$ cat src/rtl/burst_seq_pkg.sv
package burst_seq_pkg;
  typedef enum logic [2:0] {
    CMD_DESEL = 3'd0,
    CMD_READ  = 3'd1,
    CMD_WRITE = 3'd2,
    CMD_CONT  = 3'd3,
    CMD_SUSP  = 3'd4
  } cmd_e;
endpackage

$ cat src/rtl/burst_cmd_decode.sv
module burst_cmd_decode
  import burst_seq_pkg::*;
(
  input  logic pstrb_n,
  input  logic cstrb_n,
  input  logic adv_n,
  input  logic sel_main_n,
  input  logic sel_pos,
  input  logic sel_neg_n,
  input  logic wr_req,
  output logic ev_load,
  output logic ev_step,
  output logic ev_hold,
  output logic ev_desel,
  output cmd_e next_cmd,
  output logic next_wr
);
  logic sec_sel_ok;
  logic pstrb_eff;

  assign sec_sel_ok = sel_pos & ~sel_neg_n;
  // processor strobe only counts when the main select is active
  assign pstrb_eff  = ~sel_main_n & ~pstrb_n;

  always_comb begin
    ev_load  = 1'b0;
    ev_step  = 1'b0;
    ev_hold  = 1'b0;
    ev_desel = 1'b0;
    next_cmd = CMD_DESEL;
    next_wr  = 1'b0;
    if (pstrb_eff) begin
      if (sec_sel_ok) begin
        ev_load  = 1'b1;
        next_cmd = CMD_READ;
      end else begin
        ev_desel = 1'b1;
      end
    end else if (!cstrb_n) begin
      if (!sel_main_n && sec_sel_ok) begin
        ev_load  = 1'b1;
        next_cmd = wr_req ? CMD_WRITE : CMD_READ;
        next_wr  = wr_req;
      end else begin
        ev_desel = 1'b1;
      end
    end else if (!adv_n) begin
      ev_step  = 1'b1;
      next_cmd = CMD_CONT;
      next_wr  = wr_req;
    end else begin
      ev_hold  = 1'b1;
      next_cmd = CMD_SUSP;
      next_wr  = wr_req;
    end
  end
endmodule

$ cat src/rtl/burst_addr_counter.sv
module burst_addr_counter #(
  parameter int ADDR_W = 20,
  parameter int OFS_W  = 2
) (
  input  logic              clk,
  input  logic              rst_n,
  input  logic              ev_load,
  input  logic              ev_step,
  input  logic              order_xor,
  input  logic [ADDR_W-1:0] addr_in,
  output logic [ADDR_W-1:0] arr_addr
);
  localparam int UP_W = ADDR_W - OFS_W;

  logic [ADDR_W-1:0] base_q;
  logic [OFS_W-1:0]  beat_q;

  function automatic logic [OFS_W-1:0] beat_ofs(
    input logic [OFS_W-1:0] start,
    input logic [OFS_W-1:0] beat,
    input logic             use_xor
  );
    return use_xor ? (start ^ beat) : OFS_W'(start + beat);
  endfunction

  always_ff @(posedge clk or negedge rst_n) begin
    if (!rst_n) begin
      base_q <= '0;
      beat_q <= '0;
    end else if (ev_load) begin
      base_q <= addr_in;
      beat_q <= '0;
    end else if (ev_step) begin
      beat_q <= OFS_W'(beat_q + 1'b1);
    end
  end

  assign arr_addr = {base_q[ADDR_W-1:OFS_W],
                     beat_ofs(base_q[OFS_W-1:0], beat_q, order_xor)};

  AST_LOAD_TAKES_EXT: assert property (@(posedge clk) disable iff (!rst_n)
    ev_load |=> arr_addr == $past(addr_in));
  AST_UPPER_STEADY: assert property (@(posedge clk) disable iff (!rst_n)
    ev_step |=> arr_addr[ADDR_W-1:OFS_W] == $past(arr_addr[ADDR_W-1:OFS_W]));
  AST_HOLD_STEADY: assert property (@(posedge clk) disable iff (!rst_n)
    (!ev_load && !ev_step && $stable(order_xor)) |=> $stable(arr_addr));
  AST_ASC_STEP: assert property (@(posedge clk) disable iff (!rst_n)
    (ev_step && !order_xor) |=>
      arr_addr[OFS_W-1:0] == OFS_W'($past(arr_addr[OFS_W-1:0]) + 1'b1));
  AST_XOR_STEP: assert property (@(posedge clk) disable iff (!rst_n)
    (ev_step && order_xor) |=> arr_addr[0] != $past(arr_addr[0]));

  if (UP_W < 1) begin : g_width_check
    initial $error("ADDR_W must exceed OFS_W");
  end
endmodule

$ cat src/rtl/burst_addr_seq.sv
module burst_addr_seq
  import burst_seq_pkg::*;
#(
  parameter int ADDR_W = 20,
  parameter int OFS_W  = 2
) (
  input  logic              clk,
  input  logic              rst_n,
  input  logic [ADDR_W-1:0] addr_in,
  input  logic              pstrb_n,
  input  logic              cstrb_n,
  input  logic              adv_n,
  input  logic              sel_main_n,
  input  logic              sel_pos,
  input  logic              sel_neg_n,
  input  logic              wr_req,
  input  logic              order_xor,
  output logic [ADDR_W-1:0] arr_addr,
  output logic [2:0]        cmd,
  output logic              cyc_wr
);
  logic ev_load, ev_step, ev_hold, ev_desel;
  cmd_e next_cmd, cmd_q;
  logic next_wr, wr_q;

  burst_cmd_decode u_dec (
    .pstrb_n   (pstrb_n),
    .cstrb_n   (cstrb_n),
    .adv_n     (adv_n),
    .sel_main_n(sel_main_n),
    .sel_pos   (sel_pos),
    .sel_neg_n (sel_neg_n),
    .wr_req    (wr_req),
    .ev_load   (ev_load),
    .ev_step   (ev_step),
    .ev_hold   (ev_hold),
    .ev_desel  (ev_desel),
    .next_cmd  (next_cmd),
    .next_wr   (next_wr)
  );

  burst_addr_counter #(.ADDR_W(ADDR_W), .OFS_W(OFS_W)) u_cnt (
    .clk      (clk),
    .rst_n    (rst_n),
    .ev_load  (ev_load),
    .ev_step  (ev_step),
    .order_xor(order_xor),
    .addr_in  (addr_in),
    .arr_addr (arr_addr)
  );

  always_ff @(posedge clk or negedge rst_n) begin
    if (!rst_n) begin
      cmd_q <= CMD_DESEL;
      wr_q  <= 1'b0;
    end else begin
      cmd_q <= next_cmd;
      wr_q  <= next_wr;
    end
  end

  assign cmd    = cmd_q;
  assign cyc_wr = wr_q;

  AST_DESEL_CMD: assert property (@(posedge clk) disable iff (!rst_n)
    ev_desel |=> (cmd == 3'd0 && !cyc_wr && $stable(arr_addr)));
  AST_LOAD_CMD: assert property (@(posedge clk) disable iff (!rst_n)
    ev_load |=> (cmd == 3'd1 || cmd == 3'd2));
  AST_STEP_CMD: assert property (@(posedge clk) disable iff (!rst_n)
    ev_step |=> cmd == 3'd3);
  AST_HOLD_CMD: assert property (@(posedge clk) disable iff (!rst_n)
    ev_hold |=> cmd == 3'd4);
  AST_ONE_EVENT: assert property (@(posedge clk) disable iff (!rst_n)
    $onehot({ev_load, ev_step, ev_hold, ev_desel}));
endmodule

$ cat config.mk
export PLATFORM = sky130hd
export DESIGN_NAME = burst_addr_seq
export DESIGN_NICKNAME = d
export VERILOG_FILES = /design/src/rtl/burst_seq_pkg.sv /design/src/rtl/burst_cmd_decode.sv /design/src/rtl/burst_addr_counter.sv /design/src/rtl/burst_addr_seq.sv
export SDC_FILE = /design/constraint.sdc
export NUM_CORES = 1
export LEC_CHECK = 0
export BUFFER_PORTS_ARGS = -buffer_cell sky130_fd_sc_hd__buf_2
export CORE_MARGIN = 5
export CORE_UTILIZATION = 49
export DETAILED_ROUTE_END_ITERATION = 10
export PLACE_DENSITY_LB_ADDON = 0.25
export SYNTH_ARGS = -nofsm -noshare
export SYNTH_HDL_FRONTEND = slang
export SYNTH_SLANG_ARGS = --single-unit
$ cat constraint.sdc
create_clock -name clk -period 2.02 [get_ports clk]
set_input_delay 0.101 -clock clk [delete_from_list [all_inputs] [get_ports clk]]
set_output_delay 0.101 -clock clk [all_outputs]
set_load 0.05 [all_outputs]
After elaboration in Yosys (flattened, before gate mapping)

Cells that the tools add are included.

Register bits after elaboration: 26
Input bits: 30
Word-level logic and storage cells: 34

Muxes and demuxes: 19
Bitwise operators: 6
$add $sub $neg: 2
Reduce and logical (&&, ||, !) cells: 3

Operators with widths:

| kind                  | number |
|---|---|
| $mux W3               | 4 |
| $mux W1               | 11 |
| $mux W2               | 4 |
| $not A1 Y1            | 3 |
| $add A2 B1 Y2 const B | 1 |
| $add A2 B2 Y2         | 1 |
| $and A1 B1 Y1         | 2 |
| $reduce_bool A2 Y1    | 1 |
| $xor A2 B2 Y2         | 1 |
| $logic_and A1 B1 Y1   | 1 |
| $logic_not A1 Y1      | 1 |

Logic depth before layout (Yosys ltp)

Gate-level depths: netlist of the first run.

Depth after elaboration: 7
Depth in mapped cells: 4
Depth with buffers taken out: 3

Cells and area by module

Synthesis of the first run repeated with hierarchy kept, for this count alone.

Cells, all modules: 89
Area total of the unflattened synthesis: 1197.4 um^2

By module, submodules not included:

| module             | times used | area each (um^2) | cells each |
|---|---|---|---|
| burst_addr_counter | 1          | 1004.7           | 71 |
| burst_addr_seq     | 1          | 100.1            | 4 |
| burst_cmd_decode   | 1          | 92.6             | 14 |

Least setup slack after synthesis of the first run

Ideal clock, no wire load.

Path type: register -> output
Start point: reg u_cnt.beat_q[0]
End point: out arr_addr[1]
Arrival time: 1.510 ns
Path buffers: 0
Cell stages (with the launch flop): 4
Setup slack: 0.409 ns
Cells stage by stage: dfrtp_1 ha_1 nor2b_1 xnor2_1

Longest elaborated chain between the ends: 2

RTL lines:

| element                | line                     | RTL |
|---|---|---|
| from (decl)            | burst_addr_counter.sv:16 | `logic [OFS_W-1:0] beat_q;` |
| from (signal assigned) | burst_addr_counter.sv:34 | `beat_q <= OFS_W'(beat_q + 1'b1);` |
| $add A2 B2 Y2          | burst_addr_counter.sv:23 | `return use_xor ? (start ^ beat) : OFS_W'(start + beat);` |
| $mux W2                | burst_addr_counter.sv:23 |  |
| to (decl)              | burst_addr_seq.sv:18     | `output logic [ADDR_W-1:0] arr_addr,` |

No other way between the ends.

Final worst setup path of the first run

Same ends and word-level chain as after synthesis.

==> metrics.md, run 1 <==
| Metric | Value |
|---|---|
| Max Cap Violations | 0 |
| Cell Count, Final, Fillers Out | ~160 |
| Die Ht | around 60 um |
| Synthesized flop and latch total | 26 |
| IO Count | 54 |
| Setup CP Type | reg -> out |
| VDD IR max | 0.0006722 V |
| Hold_sp | addr_in[0] |
| Initial detailed-routing violation count | 2 |
| Initial antenna violation count | 0 |
| Layout cells sized above 1 | 0.6061 |
| Clock sink count | 26 |
| Worst setup SP type | flip-flop |
| Vias in the first global route | a little under 800 |
| Die Area | between 0.003 and 0.004 mm2 |
| Worst R2R Path Depth | 3 |
| Synthesized cell area | between 0.001 and 0.0015 mm2 |
| Synth warnings | 0 |
| Count of different cell masters after synthesis | 21 |
| Setup violators final | 0 |
| Leakage | 0.0007048 uW |
| DRT Pass-1 Iters | 4 |
| Number of remaining DRC errors | 0 |
| Syn Nets | 120 |
| R2r startpoint | u_cnt.beat_q[0]$_DFFE_PN0P_ |
| Number of core rows | 18 |
| Minimum clock period | 1554 ps |
| All-Layer GR Usage | 0.1196 |
| Clock buffer count from CTS | 3 |
| Max Slew Vio Count | 0 |
| Die Wd | 59.41 um |
| Placed cell area | roughly 0.0014 mm2 |
| CTS tree | built |
| Status | finished, final reports clean |
| Htree depth | 1 |
| Final Cycle Share | 0.7695 |
| Worst r2r dst | u_cnt.beat_q[1]$_DFFE_PN0P_ |
| Worst slew margin | 0.6267 |
| Initial Util | 0.4964 |
| TNS Setup | 0 ps |
| Storage cell area | 650.6 um2 |
| Ant diodes | 0 |
| Seq/Total Area, Yosys | 0.5439 |
| Detail Route Antenna Nets | 0 |
| Final Worst Setup Slack | 465.7 ps |
| Grt ovf | 0 |
| RSZ-0062 raised after global routing | no |
| Area of the core | between 0.002 and 0.0025 mm2 |
| First-pass GRT wire length | around 3200 um |
| Worst slew pin tran | around 560 ps |
| PwrDens | between 1000 and 1500 mW/mm2 |
| Inst Count DP | between 150 and 200 |
| Clock tree root buffer cell | clkbuf_4 |
| CP arrival | 1450 ps |
| DRT Wirelength | between 2000 and 2500 um |
| Worst setup EP type | primary output |
| Routed wire per std cell | between 10 and 15 um |
| Hold EP | u_cnt.base_q[0]$_DFFE_PN0P_ |
| Multi-input logic area | just under 400 um2 |
| Vias per std cell | 4.840 |
| Avg Cell Area, Syn | 13.44 um2 |
| Max Clock Freq | about 640 MHz |
| Vias | 784 |
| Clk_skew | 0.06131 ps |
| Cells after Synth | slightly below 90 |
| HPWL Detailed | roughly 1700 um |
| Required @ worst endpoint | around 1900 ps |
| RePlAce Congestion | 0.6647 |
| Clock slew at reported path FFs | between 100 and 150 ps |
| Largest net degree at the start of global routing | 27 |
| Synth-to-layout area growth | 19.46% |
| Worst-Skew Late Latency | 300 ps |
| Clock buffer depth | 2 |
| Post-route design area | around 0.0014 mm2 |
| PostCTS Resize Cnt | 0 |
| Crit path max fanout | 4 |
| Hold Fails Final Rpt | 0 |
| Fill count | approximately 190 |
| Min-Delay Path Depth | 2 |
| Setup WS pre-CTS | ~600 ps |
| Buffers on Ports | 53 |
| Post-layout util | 0.5929 |
| R2R setup slack | about 840 ps |
| Worst min path class | in -> reg |
| Nets | approximately 170 |
[report_power, final]
| part | internal [uW] | leakage [uW] | total [uW] | switching [uW] |
|---|---|---|---|---|
| clock network | 69.5 | 0.0000138 | 202 | 133 |
| registers | 620 | 0.000316 | 671 | 50.4 |
| logic | 193 | 0.000375 | 677 | 484 |
[cells in the mapped netlist]
master	number	area share
dfrtp_1	26	0.54
or4_1	1	0.0063
nor2_1	2	0.0063
nor2b_1	1	0.0052
nand3b_1	1	0.0063
nand2_1	2	0.0063
mux2_1	1	0.0094
buf_4	18	0.11
inv_1	1	0.0031
o31ai_1	1	0.0063
nor3b_2	1	0.010
o221a_2	1	0.0094
o21ai_0	3	0.013
nand2b_1	1	0.0052
buf_6	2	0.019
a21boi_4	1	0.016
mux2_2	19	0.18
a21oi_1	3	0.013
ha_1	1	0.010
or3_1	1	0.0052
xnor2_1	2	0.015
[area by class of cell]
cell class	instances	area share
Tap cell	30	0.02627
Clock buffer	3	0.01576
Sequential cell	26	0.4553
Timing Repair Buffer	60	0.2312
Inverter	1	0.002627
Multi-Input combinational cell	42	0.2688
[per-stage QoR]
step / hold WS, ps / power, uW
after floorplan: -194.6 / 1308
after global placement: 124.3 / 1345
after detailed placement: 133.8 / 1362
after CTS: 6.332 / 1572
after global routing: 1.978 / 1639
final: 19.22 / 1550
[cell usage in the layout (no fill, tap or decap)]
cell,Yosys,layout
a21boi_4,1,1
a21oi_1,3,3
buf_2,0,53
buf_4,18,2
clkbuf_4,0,3
dfrtp_1,26,26
dlygate4sd3_1,0,5
ha_1,1,1
inv_1,1,1
mux2_1,1,1
mux2_2,19,19
nand2_1,2,2
nand2b_1,1,1
nand3b_1,1,1
nor2_1,2,2
nor2b_1,1,1
nor3b_2,1,1
o21ai_0,3,3
o221a_2,1,1
o31ai_1,1,1
or3_1,1,1
or4_1,1,1
xnor2_1,2,2
[critical path, stage by stage, from the launching register on]
cell	delay, ps
dfrtp_1	420
ha_1	200
nor2b_1	130
xnor2_1	110
buf_2	280
[what timing repair did]
item	in CTS	in global routing
hold buffers	2	3
setup buffers	0	0
hold endpoints to repair	27	3
[logic make-up after synthesis]
family | synth area share
adder cells (fa/ha/maj) | 0.01046
buffers and inverters | 0.1349
XOR/XNOR | 0.01465
multiplexers | 0.1883
AO/OA/AOI/OAI | 0.05648
flip-flops | 0.5439
AND/OR/NAND/NOR | 0.05127
[state kept, by name (all words and copies together), names as in the netlist]
name / flops
u_cnt.base_q: 20
cmd: 3
cyc_wr: 1
u_cnt.beat_q: 2
[worst max path at each step]
stage	endpoint	start	cells after the start
after floorplan	arr_addr[1]	u_cnt.beat_q[0]$_DFFE_PN0P_	3
after global placement	u_cnt.base_q[2]$_DFFE_PN0P_	sel_main_n	5
after detailed placement	u_cnt.base_q[5]$_DFFE_PN0P_	sel_main_n	5
after CTS	arr_addr[1]	u_cnt.beat_q[0]$_DFFE_PN0P_	4
after global routing	arr_addr[1]	u_cnt.beat_q[0]$_DFFE_PN0P_	4
final	arr_addr[1]	u_cnt.beat_q[0]$_DFFE_PN0P_	4
[per-layer routing]
layer  global-route usage  vias to the layer above  wire (um)
li1                     -                      373          -
met1               0.1323                      378        787
met2               0.2122                       31       1090
met3              0.03486                        2        223
met4              0.04854                        0         12
met5                    0                        -          0
(Power assumes the default switching activity.)
==> run 2, diff against run 1 <==
- CORE_UTILIZATION: 49 -> 46
- clock period: 2.02 -> 1.5 ns (I/O delays scaled with it)
==> run 2 against run 1 <==
Effect of this change: die area increased by 5.4%; via count increased by 7.1%; combinational power increased by 47%; core utilization increased by 6.9 points; hold slack got worse by 13 ps; clock power increased by 66%; global-route usage increased by 1.1 points; design area increased by 15%; count of clock-buffer cells in the layout increased by 1; final cell count increased by 10%; register-to-register slack got worse by 610 ps; sequential power increased by 35%; highest routed layer unchanged.
==> metrics.md, run 2 (synthesis results as in run 1) <==
| Metric | Value |
|---|---|
| Largest net degree at the start of global routing | 27 |
| Vias | between 800 and 900 |
| Leakage | 0.0007887 uW |
| Layout cells sized above 1 | 0.5638 |
| Die Wd | 61.00 um |
| Nets | around 180 |
| VDD IR max | just under 0.0008 V |
| R2r startpoint | u_cnt.beat_q[0]$_DFFE_PN0P_ |
| Detail Route Antenna Nets | 0 |
| Initial Util | 0.4828 |
| Worst min path class | in -> reg |
| Initial detailed-routing violation count | 22 |
| DRT Wirelength | roughly 2300 um |
| Buffers on Ports | 53 |
| Ant diodes | 0 |
| Clock buffer depth | 2 |
| Max Clock Freq | 694.9 MHz |
| CP max stage cell | dfrtp_1 |
| Hold_sp | addr_in[2] |
| Final Cycle Share | 0.9594 |
| Crit path max fanout | 3 |
| Clock tree root buffer cell | clkbuf_4 |
| First-pass GRT wire length | between 3000 and 4000 um |
| Crit-path cells | ha_2, nor2b_4, xnor2_2, buf_6 |
| Worst R2R Path Depth | 4 |
| RePlAce Congestion | approximately 0.63 |
| Worst slew pin tran | around 550 ps |
| PwrDens | approximately 1400 mW/mm2 |
| Status | finished, final reports clean |
| Commonest non-fill, non-tap cells in the layout | buf_2, dfrtp_1, dlygate4sd3_1 |
| Fill count | 197 |
| Initial antenna violation count | 0 |
| Number of core rows | 18 |
| Worst-Skew Late Latency | approximately 300 ps |
| Hold EP | u_cnt.base_q[2]$_DFFE_PN0P_ |
| Setup violators final | 0 |
| Htree depth | 1 |
| Worst slew margin | 0.6345 |
| Clock slew at reported path FFs | approximately 120 ps |
| Clk_skew | a little under 0.06 ps |
| Hold slack final | about 6.2 ps |
| Inst Count DP | around 150 |
| Commonest non-fill, non-tap cell in the layout | buf_2 |
| Critical Path Max Stage Delay | between 400 and 500 ps |
| Die Area | about 0.0037 mm2 |
| RSZ-0062 raised after global routing | no |
| Clock buffer count from CTS | 3 |
| Minimum clock period | roughly 1400 ps |
| Cell Count, Final, Fillers Out | 179 |
| Vias in the first global route | roughly 860 |
| CTS tree | built |
| IO Count | 54 |
| All-Layer GR Usage | 0.1305 |
| Grt ovf | 0 |
| Number of remaining DRC errors | 0 |
| Synth-to-layout area growth | 37.03% |
| CP arrival | approximately 1400 ps |
| Vias per std cell | 4.693 |
| Setup CP Type | reg -> out |
| Hold Fails Final Rpt | 0 |
| DRT Pass-1 Iters | 3 |
| HPWL Detailed | approximately 1600 um |
| Max reg flops | 20 |
| Routed wire per std cell | roughly 13 um |
| Required @ worst endpoint | 1420 ps |
| Area of the core | approximately 0.0025 mm2 |
| Die Ht | between 60 and 70 um |
| R2R setup slack | 230 ps |
| Biggest register | u_cnt.base_q |
| Max Cap Violations | 0 |
| TNS Setup | 0 ps |
| Min-Delay Path Depth | 2 |
| Worst r2r dst | u_cnt.beat_q[1]$_DFFE_PN0P_ |
| Clock sink count | 26 |
| Worst setup EP type | primary output |
| Worst setup SP type | flip-flop |
| Max Slew Vio Count | 0 |
==> run 2: final cells by class <==
type                            instances  area [um2]  area share
Sequential cell                        26       650.6      0.3969
Inverter                                1       3.754    0.002290
Tap cell                               30       37.54     0.02290
Multi-Input combinational cell         42       401.6      0.2450
Timing Repair Buffer                   76       509.2      0.3107
Clock buffer                            4       36.28     0.02214
==> run 2: through the flow <==
step | setup slack, ps | cell area (um2) | total power (uW) | utilization
after global routing | 10.73 | 1639 | 2350 | 0.6616
after CTS | 8.149 | 1618 | 2230 | 0.6530
after floorplan | 222.2 | 1204 | 1777 | -
after global placement | 179.7 | 1369 | 1826 | 0.5525
final | 60.95 | 1639 | 2235 | 0.6616
after detailed placement | 112.2 | 1369 | 1846 | 0.5525
==> run 2: worst max-delay path by stage <==
stage / start / to / slack, ps
5_1_grt: u_cnt.beat_q[0]$_DFFE_PN0P_ / arr_addr[1] / 10
3_5_place_dp: sel_main_n / u_cnt.base_q[14]$_DFFE_PN0P_ / 110
4_1_cts: u_cnt.beat_q[0]$_DFFE_PN0P_ / arr_addr[1] / 8
2_1_floorplan: u_cnt.beat_q[0]$_DFFE_PN0P_ / arr_addr[1] / 220
3_3_place_gp: sel_main_n / u_cnt.base_q[9]$_DFFE_PN0P_ / 180
6_report: u_cnt.beat_q[0]$_DFFE_PN0P_ / arr_addr[1] / 60
==> run 2: worst max-delay path, delay by kind of cell (launching register included) <==
kind                     cells  cell delay, ps
buffers and inverters        1             170
AND/OR/NAND/NOR              1             130
XOR/XNOR                     1             150
adder cells (fa/ha/maj)      1             180
flip-flops                   1             430
==> run 2: power by group <==
group / total (uW) / switching [uW] / internal [uW]
Sequential: 903 / 67.2 / 835
Clock: 335 / 187 / 148
Combinational: 997 / 670 / 328
==> run 2: layer usage <==
metal,global-route usage,part of all wire,up-vias
met5,0,0,-
met4,0.06502,0.017,0
met3,0.01915,0.081,4
met2,0.2336,0.52,33
met1,0.1509,0.39,393
li1,-,-,410
==> run 2: timing repair <==
| item | 4_1_cts | 5_1_grt |
|---|---|---|
| resized for setup | 1 | 4 |
| hold endpoints to repair | 46 | 0 |
| buffers inserted | 0 | 1 |
| pin swaps | 0 | 2 |
| endpoints found under the setup margin | 1 | 1 |
| hold buffers | 21 | 0 |
